==> src/rtl/shsub_pkg.sv <==
package shsub_pkg;
    // Position of each state flip-flop in the one-hot control vector
    localparam int ST_IDLE  = 0;
    localparam int ST_CHECK = 1;
    localparam int ST_STEP  = 2;
    localparam int NUM_ST   = 3;
endpackage

==> src/rtl/shsub_cmpsub.sv <==
module shsub_cmpsub #(
    parameter int DVS_W = 4
) (
    input  logic [DVS_W:0]   upper_i,
    input  logic [DVS_W-1:0] divisor_i,
    output logic             ge_o,
    output logic [DVS_W:0]   diff_o
);
    logic [DVS_W:0] dvs_ext;

    always_comb begin
        dvs_ext = {1'b0, divisor_i};
        ge_o    = (upper_i >= dvs_ext);
        diff_o  = upper_i - dvs_ext;
    end
endmodule

==> src/rtl/shsub_ctrl.sv <==
module shsub_ctrl
    import shsub_pkg::*;
#(
    parameter int STEPS = 4
) (
    input  logic              clk_i,
    input  logic              rst_ni,
    input  logic              start_i,
    input  logic              ge_i,
    output logic              load_o,
    output logic              ovf_set_o,
    output logic              shift0_o,
    output logic              step_o,
    output logic              last_o,
    output logic              busy_o,
    output logic              done_o,
    output logic [NUM_ST-1:0] state_o
);
    localparam int CW = (STEPS > 1) ? $clog2(STEPS) : 1;
    localparam logic [CW-1:0] LAST_CNT = CW'(STEPS - 1);

    typedef struct packed {
        logic [NUM_ST-1:0] st;
        logic [CW-1:0]     cnt;
        logic              done;
    } ctrl_t;

    ctrl_t ctl_d, ctl_q;

    always_comb begin
        ctl_d      = ctl_q;
        ctl_d.done = 1'b0;
        load_o     = 1'b0;
        ovf_set_o  = 1'b0;
        shift0_o   = 1'b0;
        step_o     = 1'b0;
        last_o     = 1'b0;
        if (ctl_q.st[ST_IDLE]) begin
            if (start_i) begin
                load_o   = 1'b1;
                ctl_d.st = NUM_ST'(1) << ST_CHECK;
            end
        end else if (ctl_q.st[ST_CHECK]) begin
            if (ge_i) begin
                ovf_set_o  = 1'b1;
                ctl_d.done = 1'b1;
                ctl_d.st   = NUM_ST'(1) << ST_IDLE;
            end else begin
                shift0_o  = 1'b1;
                ctl_d.cnt = '0;
                ctl_d.st  = NUM_ST'(1) << ST_STEP;
            end
        end else if (ctl_q.st[ST_STEP]) begin
            step_o = 1'b1;
            last_o = (ctl_q.cnt == LAST_CNT);
            if (last_o) begin
                ctl_d.done = 1'b1;
                ctl_d.st   = NUM_ST'(1) << ST_IDLE;
            end else begin
                ctl_d.cnt = ctl_q.cnt + 1'b1;
            end
        end else begin
            ctl_d.st = NUM_ST'(1) << ST_IDLE;
        end
    end

    always_ff @(posedge clk_i or negedge rst_ni) begin
        if (!rst_ni) begin
            ctl_q.st   <= NUM_ST'(1) << ST_IDLE;
            ctl_q.cnt  <= '0;
            ctl_q.done <= 1'b0;
        end else begin
            ctl_q <= ctl_d;
        end
    end

    assign busy_o  = ~ctl_q.st[ST_IDLE];
    assign done_o  = ctl_q.done;
    assign state_o = ctl_q.st;
endmodule

==> src/rtl/shsub_divider.sv <==
module shsub_divider
    import shsub_pkg::*;
#(
    parameter int DVD_W = 8,
    parameter int DVS_W = 4
) (
    input  logic             clk_i,
    input  logic             rst_ni,
    input  logic             start_i,
    input  logic [DVD_W-1:0] dividend_i,
    input  logic [DVS_W-1:0] divisor_i,
    output logic             busy_o,
    output logic             done_o,
    output logic             ovf_o,
    output logic [DVD_W-DVS_W-1:0] quo_o,
    output logic [DVS_W-1:0] rem_o
);
    localparam int QW = DVD_W - DVS_W;  // quotient width, also step count
    localparam int RW = DVD_W + 1;      // working register width
    localparam int UW = DVS_W + 1;      // compared upper slice width

    typedef struct packed {
        logic [RW-1:0]    x;
        logic [DVS_W-1:0] y;
        logic             ovf;
    } dp_t;

    dp_t dp_d, dp_q;

    logic              load, ovf_set, shift0, step, last, ge;
    logic [UW-1:0]     upper, diff;
    logic [NUM_ST-1:0] st;
    logic [RW-1:0]     step_val;

    assign upper = dp_q.x[RW-1 -: UW];

    shsub_cmpsub #(.DVS_W(DVS_W)) u_cmpsub (
        .upper_i   (upper),
        .divisor_i (dp_q.y),
        .ge_o      (ge),
        .diff_o    (diff)
    );

    shsub_ctrl #(.STEPS(QW)) u_ctrl (
        .clk_i     (clk_i),
        .rst_ni    (rst_ni),
        .start_i   (start_i),
        .ge_i      (ge),
        .load_o    (load),
        .ovf_set_o (ovf_set),
        .shift0_o  (shift0),
        .step_o    (step),
        .last_o    (last),
        .busy_o    (busy_o),
        .done_o    (done_o),
        .state_o   (st)
    );

    always_comb begin
        dp_d     = dp_q;
        step_val = {(ge ? diff : upper), dp_q.x[QW-1:1], ge};
        if (load) begin
            dp_d.x   = {1'b0, dividend_i};
            dp_d.y   = divisor_i;
            dp_d.ovf = 1'b0;
        end
        if (ovf_set) begin
            dp_d.ovf = 1'b1;
        end
        if (shift0) begin
            dp_d.x = dp_q.x << 1;
        end
        if (step) begin
            dp_d.x = last ? step_val : (step_val << 1);
        end
    end

    always_ff @(posedge clk_i or negedge rst_ni) begin
        if (!rst_ni) begin
            dp_q <= '0;
        end else begin
            dp_q <= dp_d;
        end
    end

    assign ovf_o = dp_q.ovf;
    assign quo_o = dp_q.x[QW-1:0];
    assign rem_o = dp_q.x[DVD_W-1 -: DVS_W];
endmodule

==> config.mk <==
export PLATFORM = sky130hd
export DESIGN_NAME = shsub_divider
export DESIGN_NICKNAME = d
export VERILOG_FILES = /design/src/rtl/shsub_pkg.sv /design/src/rtl/shsub_cmpsub.sv /design/src/rtl/shsub_ctrl.sv /design/src/rtl/shsub_divider.sv
export SDC_FILE = /design/constraint.sdc
export NUM_CORES = 1
export LEC_CHECK = 0
export ABC_AREA = 1
export CAP_MARGIN = 0
export CORE_AREA = 2 2 55 57
export DETAILED_ROUTE_END_ITERATION = 10
export DIE_AREA = 0 0 57 59
export DONT_BUFFER_PORTS = 1
export PLACE_DENSITY = 0.73
export SYNTH_ARGS = -nofsm -noshare
export SYNTH_HDL_FRONTEND = slang
export SYNTH_HIERARCHICAL = 1
export SYNTH_SLANG_ARGS = --single-unit
==> constraint.sdc <==
create_clock -name clk_i -period 1.91 [get_ports clk_i]
set_input_delay 0.191 -clock clk_i [delete_from_list [all_inputs] [get_ports clk_i]]
set_output_delay 0.191 -clock clk_i [all_outputs]
set_load 0.05 [all_outputs]
### Yosys cells after proc, flatten, opt, wreduce, memory -nomap -nowiden

Index checks and enable logic that the tools add are counted.

| cells by class | value |
|---|---|
| $add $sub $neg | 2 |
| magnitude comparators | 1 |
| equality and inequality tests | 6 |
| muxes and demuxes | 31 |
| bitwise gates (word level) | 1 |
| reduce and logical (&&, ||, !) cells | 6 |

Operator list:

| kind | count |
|---|---|
| $mux 9 | 3 |
| $mux 3 | 6 |
| $mux 1 | 17 |
| $mux 14 | 1 |
| $mux 6 | 1 |
| $ne 2x2->1 const B | 3 |
| $ge 5x4->1 | 1 |
| $mux 5 | 1 |
| $sub 5x4->5 | 1 |
| $mux 2 | 2 |
| $reduce_and 2->1 | 2 |
| $reduce_and 4->1 | 1 |
| $reduce_bool 2->1 | 2 |
| $ne 3x2->1 const B | 1 |
| $reduce_bool 3->1 | 1 |
| $add 2x1->2 const B | 1 |
| $eq 2x2->1 const B | 1 |
| $ne 2x1->1 const B | 1 |
| $not 1->1 | 1 |

| word-level totals | value |
|---|---|
| bits in registers | 20 |
| input bits | 15 |
| output and inout port bits | 11 |
| logic and storage cells | 56 |

### Depth between registers and ports, before layout

Gate-level depths: netlist of run 1.

| depth | value |
|---|---|
| depth after elaboration | 6 |
| mapped depth | 15 |
| gate-level depth less buffers | 14 |

### Cells and area by module

The synthesis of run 1 kept the hierarchy.

Modules (own cells, without submodules):

| module | times used | cells each | area each (um^2) | seq. area each (um^2) |
|---|---|---|---|---|
| shsub_divider | 1 | 131 | 922.1 | 350.3 |
| shsub_ctrl | 1 | 52 | 370.4 | 151.4 |
| shsub_cmpsub | 1 | 43 | 230.2 | 0.0 |

### Worst setup path after synthesis of run 1

Ideal clock, no wire load.

| path | value |
|---|---|
| path type | flip-flop to flip-flop |
| start | register dp_q (netlist bit rem_o[2]) |
| end | register dp_q (netlist bit rem_o[1]) |
| setup time | 0.130 ns |
| data arrival time | 1.922 ns |
| data required time | 1.780 ns |
| setup slack | -0.141 ns |
| stages on the path, launching flop included | 15 |
| path buffers | 2 |
| clock period less this slack | 2.051 ns |
| path through | dfrtp_1 ha_1 clkbuf_2 nand2_1 nor2_1 nor2_1 nand2_1 nand3b_1 inv_1 buf_6 inv_2 nand3_1 nand2_1 nand2_1 nand4_1 |

| between the ends | value |
|---|---|
| longest elaborated chain between the ends | 6 |
| elaborated cells between the ends (all ways) | 9 |
| classes of those cells | order compare: 1; mux: 7; reduce/logical: 1 |

Ends and longest elaborated chain:

| what | RTL line | RTL |
|---|---|---|
| start, declared | shsub_divider.sv:28 | `dp_t dp_d, dp_q;` |
| start signal, assigned | shsub_divider.sv:82 | `dp_q <= dp_d;` |
| $ge 5x4->1 * | shsub_cmpsub.sv:13 | `ge_o = (upper_i >= dvs_ext);` |
| via ge | shsub_divider.sv:30 | `logic load, ovf_set, shift0, step, last, ge;` |
| $mux 1 * | shsub_ctrl.sv:44 | `if (ge_i) begin` |
| $mux 1 * | shsub_ctrl.sv:43 | `end else if (ctl_q.st[ST_CHECK]) begin` |
| $mux 1 * | shsub_ctrl.sv:38 | `if (ctl_q.st[ST_IDLE]) begin` |
| via shift0 | shsub_divider.sv:30 |  |
| $mux 9 | shsub_divider.sv:70 | `if (shift0) begin` |
| $mux 9 | shsub_divider.sv:73 | `if (step) begin` |

The timed path passes the listed nets; every way through them passes the cells marked *. The select of a mux whose other input is x is not followed.
A chain may end at the register's enable or synchronous reset.

### Worst setup path in the final report of run 1

| path | value |
|---|---|
| start | register dp_q (netlist bit rem_o[0]) |
| end | register dp_q (netlist bit quo_o[2]) |

| between the ends | value |
|---|---|
| longest elaborated chain between the ends | 6 |
| elaborated cells between the ends (all ways) | 8 |
| classes of those cells | order compare: 1; mux: 5; reduce/logical: 2 |

Ends and longest elaborated chain:

| what | RTL line |
|---|---|
| $ge 5x4->1 * | shsub_cmpsub.sv:13 |
| via ge | shsub_divider.sv:30 |
| $mux 1 * | shsub_ctrl.sv:44 |
| $mux 1 * | shsub_ctrl.sv:43 |
| $mux 1 * | shsub_ctrl.sv:38 |
| via shift0 | shsub_divider.sv:30 |
| $reduce_bool 3->1 (no source line) / $mux 9 (equally long branches) | n/a |
| $reduce_and 2->1 (no source line) / $mux 9 (equally long branches) | n/a |

The timed path passes the listed nets; every way through them passes the cells marked *.

==> results.md, run 1 <==
- GP Congestion: 0.913
- Global-route wire length before repair: around 5.4 mm
- GRT Residual Overflow: 0
- Hold Path Origin: start_i
- Clock transition at path regs: 0.11 ns
- Clock period minus worst slack: 1.88 ns
- Rel. slew slack: 0.399
- Inserted Clock Buffers: 3
- Detailed Routing Iterations Pass 1: 4
- Vias per Instance: 5.12
- Syn Nets: roughly 250
- Latest clock arrival within the worst-skew pair: 0.31 ns
- Die footprint: ~0.0034 mm²
- Fillers: 244
- Fin. max-slew vios: 0
- Top cell by count, worst path: nand2_2
- Syn. warnings: 6
- End-of-flow core utilization: 0.640
- Starting Density: 0.554
- Syn Inst Count: 223
- Syn avg cell area: 6.73 µm²
- Setup CP Type: register to register
- Unrepaired setup endpoints after global routing: yes
- Synthesized area: 0.00150 mm²
- Crit path launch: rem_o[0]
- Clk root buf: clkbuf_4
- Initial antenna violation count: 0
- Status: finished clean
- Vias: 1376
- CP endpoint kind: register
- Crit path DAT: 2.09 ns
- Clock Tree Buf Depth: 2
- Total GRT Usage: 0.212
- # rows: 19
- CP peak stage delay: 0.43 ns
- Worst-margin pin slew: 0.898 ns
- Detailed placer's ending HPWL: 2.43 mm
- Die Y: 59 µm
- Vias in the first global route: 1281
- Final ANT Viol Nets: 0
- Residual DRC: 0
- Core Box Area: 0.00271 mm²
- FMAX: around 530 MHz
- Layout cells sized above 1: 0.214
- Period utilization: 0.986
- Final setup skew: between 0.004 and 0.005 ns
- Max-Cap Viols: 0
- CP Max Fanout: 6
- Critical-path top delay cell: dfrtp_1
- CTS tree: built
- Final wirelength: about 3.3 mm
- Hold WC Path Type: input port to register
- DR iter-0 viols: 60
- Clock net sink count: 20
- # setup viols final: 0
- # H-tree levels: 1
- Port Buffers: 0
- Area Overhead vs Synth: 15.7%
- Pin count of the biggest net entering global routing: 21
- Antenna fix cells: 0
- IO Count: 26
- FF-to-FF Start: rem_o[0]
- Wire length per cell: 12.1 µm
- Final #Nets: 261
- Hold Vio Cnt, Final: 0
- Worst Path Required: about 2.1 ns
- Crit start category: register
- Chip width: 57 µm
- CP cell instances: inv_2 -> ha_4 -> nand2_1 -> nor2_2 -> nor2_1 -> nand2_2 -> nand3b_1 -> inv_4 -> nor2_4 -> nand2_2 -> nand2_2 -> nand2_1 -> nand3_1
==> routing by layer <==
layer | wire length [µm] | up-vias | global-route usage
met5 | 0 | - | 0
met4 | 79 | 0 | 0.120
met3 | 120 | 7 | 0.0349
met2 | 1640 | 27 | 0.350
met1 | 1420 | 632 | 0.267
li1 | - | 710 | -
==> sequential cells by signal, summed over array words and instances, names as in the netlist <==
signal / count
u_ctrl/done_o: 1
u_ctrl/ctl_q: 2
u_ctrl/state_o: 3
dp_q: 5
rem_o: 4
quo_o: 4
ovf_o: 1
==> per-stage QoR <==
step                      worst slack, ns  std cells  area (µm²)  hold WS (ns)  setup TNS [ns]
after detailed placement         -0.00485        252        1520        -0.104        -0.00485
final                              0.0261        269        1740        0.0214               0
after global placement             0.0208        252        1520        -0.104               0
after CTS                         0.00669        264        1630        0.0156               0
after global routing               -0.108        269        1740        0.0223          -0.693
after floorplan                   -0.0636        223        1510        -0.105          -0.402
==> worst max-delay path: cells and delay by family (launching register included) <==
kind / cells / cell delay, ns
adder cells (fa/ha/maj): 1 / 0.19
buffers and inverters: 2 / 0.26
flip-flops: 1 / 0.43
AND/OR/NAND/NOR: 10 / 0.89
==> timing repair <==
item | in CTS | in global routing
pin swaps | 0 | 9
endpoints found under the hold margin | 25 | 0
hold buffers | 6 | 0
gates resized for setup | 1 | 13
setup endpoints to repair | 7 | 11
buffers inserted | 2 | 5
==> placed cells by master, fill, tap and decap left out, types with 3 or more instances in the layout <==
cell	n
a21oi_1	4
buf_4	16
clkbuf_4	3
dfrtp_1	19
dlygate4sd3_1	6
ha_4	4
inv_1	16
inv_2	7
inv_4	3
nand2_1	91
nand2_2	9
nand3_1	22
nand4_1	3
nor2_1	13
==> worst paths after layout <==
| kind | end | slack (ns) | depth (start not counted) |
|---|---|---|---|
| hold / removal | u_ctrl/state_o[1] | 0.02 | 2 |
| min in group asynchronous | u_ctrl/ctl_q[1] | 0.44 | 1 |
| setup / recovery | quo_o[2] | 0.03 | 13 |
| setup reg to reg | quo_o[2] | 0.03 | 13 |
| max in group asynchronous | dp_q[1] | 0.92 | 1 |
| hold reg to reg | dp_q[13] | 0.54 | 2 |
==> final cells by class <==
cell class                 count  area, µm²  area share
tap                           31       38.8      0.0224
sequential                    20        502       0.289
clock buffer                   4       36.3      0.0209
timing repair buffer          23        191       0.110
multi-input combinational    162        846       0.487
inverter                      29        121      0.0699
Power of run 1 is not shown: default switching activity piles up to over one toggle a cycle in this logic, so the estimate is an artifact.
==> inputs of run 2 (changes only) <==
--- a/config.mk
+++ b/config.mk
@@ -7,9 +7,9 @@
 export LEC_CHECK = 0
 export ABC_AREA = 1
 export CAP_MARGIN = 0
-export CORE_AREA = 2 2 55 57
+export CORE_AREA = 2 2 54 56
 export DETAILED_ROUTE_END_ITERATION = 10
-export DIE_AREA = 0 0 57 59
+export DIE_AREA = 0 0 56 58
 export DONT_BUFFER_PORTS = 1
 export PLACE_DENSITY = 0.73
 export SYNTH_ARGS = -nofsm -noshare
==> constraint.sdc (replaced) <==
create_clock -name clk_i -period 1.75 [get_ports clk_i]
set_input_delay 0.175 -clock clk_i [delete_from_list [all_inputs] [get_ports clk_i]]
set_output_delay 0.175 -clock clk_i [all_outputs]
set_load 0.05 [all_outputs]
==> run 2 against run 1 <==
  * The run now ends with setup timing left
  * Sequential share of layout area is 1.9 points lower
  * Global-route usage rose by 1.1 points
  * First-iteration DRC count down 13%
  * Clock skew down 0.0019 ns
  * Utilization up 5.8 points
  * Register-to-register slack worse by 0.13 ns
  * Highest routed layer unchanged
  * Largest cell class unchanged
  * Via count grew 5.4%
  * Worst hold slack better by 0.047 ns
==> results.md, run 2 (synthesis results as in run 1) <==
- Status: complete, but fails checks
- Failing checks: setup timing
- Worst Path Required: 1.95 ns (-0.16 ns)
- Clock period minus worst slack: 1.86 ns (-0.0279 ns)
- Top cell by count, worst path: nand2_2
- GP Congestion: 0.796 (-13%)
- Final #Nets: 270 (+3.4%)
- Rel. slew slack: 0.380 (-0.0189)
- Die Y: 58 µm (-1.7%)
- Fin area: 0.00186 mm² (+7.2%)
- Commonest non-fill, non-tap cells in the layout: 84 x nand2_1, 23 x buf_4, 20 x nand3_1
- Residual DRC: 0 (unchanged)
- CP peak stage delay: 0.41 ns (-0.02 ns)
- Chip width: 56 µm (-1.8%)
- DR iter-0 viols: 52 (-13%)
- Crit path DAT: 2.06 ns (-0.03 ns)
- Detailed Routing Iterations Pass 1: 4 (unchanged)
- Hold Vio Cnt, Final: 0 (unchanged)
- Final setup skew: 0.00236 ns (-0.00188 ns)
- Setup_tns: -0.694 ns (-0.694 ns)
- Initial antenna violation count: 0 (unchanged)
- Port Buffers: 0 (unchanged)
- Inserted Clock Buffers: 3 (unchanged)
- Worst setup margin: -0.106 ns (-0.132 ns)
- Latest clock arrival within the worst-skew pair: 0.30 ns (about the same)
- Global-route wire length before repair: 5.85 mm (+7.5%)
- GRT Residual Overflow: 0 (unchanged)
- Crit start category: register
- Max reg flops: 5 (unchanged)
- Final ANT Viol Nets: 0 (unchanged)
- Critical-path top delay cell: dfrtp_1
- CTS tree: built
- Pin count of the biggest net entering global routing: 21 (unchanged)
- Starting Density: 0.563 (+0.00988)
- Core Box Area: 0.00266 mm² (-1.8%)
- Worst-margin pin slew: 0.926 ns (+0.0282 ns)
- Buf/Inv on CP: 2 (unchanged)
- Fin. max-slew vios: 0 (unchanged)
- # H-tree levels: 1 (unchanged)
- Vias in the first global route: 1398 (+9.1%)
- Clock Tree Buf Depth: 2 (unchanged)
- Period utilization: 1.06 (+0.0742)
- # rows: 19 (unchanged)
- Layout cells sized above 1: 0.296 (+0.0813)
- Placement Setup Slack: -0.193 ns (-0.188 ns)
- IO Count: 26 (unchanged)
- DP Area: 0.00158 mm² (+4.0%)
- CP cell instances: inv_2 -> ha_4 -> nand2_2 -> nor2_2 -> nor2_2 -> nand2_2 -> nand3b_1 -> inv_4 -> nor2_4 -> nand2_2 -> nand2_2 -> nand2_1 -> nand3_1
- Clk root buf: clkbuf_4
- Post-route insts no fill: 278 (+3.3%)
- Clock transition at path regs: 0.12 ns (about the same)
- Placed cell count: 260 (+3.2%)
- Vias: 1450 (+5.4%)
- Clock net sink count: 20 (unchanged)
- Vias per Instance: 5.22 (+2.0%)
- CP top delay family: simple AND/OR/NAND/NOR gates
- FMAX: 539 MHz (+1.5%)
- Biggest register: dp_q
- Setup CP Type: register to register
- CP Max Fanout: 6 (unchanged)
- Die footprint: 0.00325 mm² (-3.4%)
- Antenna fix cells: 0 (unchanged)
- Hold WC Path Type: input port to register
- Area Overhead vs Synth: 24.0%
- # setup viols final: 9 (+9)
- Commonest non-fill, non-tap cell in the layout: nand2_1
- Unrepaired setup endpoints after global routing: yes
- Detailed placer's ending HPWL: 2.40 mm (-1.3%)
- Max-Cap Viols: 0 (unchanged)
- CP endpoint kind: register
- Total GRT Usage: 0.224 (+0.0112)
- Final wirelength: 3.39 mm (+4.1%)
- Wire length per cell: 12.2 µm (+0.71%)
## run 2: cell count changes in the layout (fill, tap and decap cells not counted), moves of 2 or more
cell | previous run | this run
buf_4 | 16 | 23
nand3_2 | 1 | 3
nor2_1 | 13 | 11
nand2_1 | 91 | 84
nand2_2 | 9 | 15
nand3_1 | 22 | 20
nor2_2 | 2 | 4
## run 2: routing by layer
layer	vias up	part of all wire	routed length [µm]	global-route usage
met2	43	0.49	1650	0.383
met4	0	0.0068	23	0.0510
met3	4	0.056	191	0.0402
met5	-	0	0	0
li1	728	-	-	-
met1	675	0.45	1530	0.298
## run 2: final timing paths
| check | cells past startpoint | slack [ns] | start | end |
|---|---|---|---|---|
| min in group asynchronous | 1 | 0.44 | rst_ni | rem_o[1] |
| max in group asynchronous | 1 | 0.75 | rst_ni | u_ctrl/state_o[2] |
| max | 13 | -0.11 | dp_q[4] | quo_o[2] |
| min reg2reg | 2 | 0.52 | dp_q[13] | dp_q[13] |
| max reg2reg | 13 | -0.11 | dp_q[4] | quo_o[2] |
| min | 4 | 0.07 | dividend_i[2] | quo_o[2] |
## run 2: worst min-delay path: cells and delay by family
family | cells | cell delay [ns]
and+or+nand+nor | 4 | 0.16
## run 2: area by class of cell
class                   instances  area (µm²)
inverters                      29         123
flip-flops and latches         20         502
clock buffers                   4        36.3
repair buffers                 32         274
fillers                       235         802
well taps                      31        38.8
multi-input cells             162         887
## run 2: per-stage QoR
stage	hold slack, ns	util
global placement	-0.120	0.594
global route	0.0757	0.699
finish	0.0682	0.699
floorplan	-0.121	-
detailed placement	-0.120	0.594
CTS	0.0588	0.674
## run 2: what timing repair did
item                                    4_1_cts  5_1_grt
hold buffers                                  7        0
gates resized for setup                      16       13
pin swaps                                    11       10
endpoints found under the setup margin        9       13
endpoints found under the hold margin        27        0
setup buffers                                 4        4
Power of run 2 is left out for the same reason.
==> inputs of run 3 (changes only) <==
--- a/config.mk
+++ b/config.mk
@@ -12,6 +12,7 @@
 export DIE_AREA = 0 0 56 58
 export DONT_BUFFER_PORTS = 1
 export PLACE_DENSITY = 0.73
+export SKIP_LAST_GASP = 1
 export SYNTH_ARGS = -nofsm -noshare
 export SYNTH_HDL_FRONTEND = slang
 export SYNTH_HIERARCHICAL = 1
==> results of run 3 <==
The final DEF is identical to that of run 2; final timing and power are the same.
Power of run 3 is left out for the same reason.
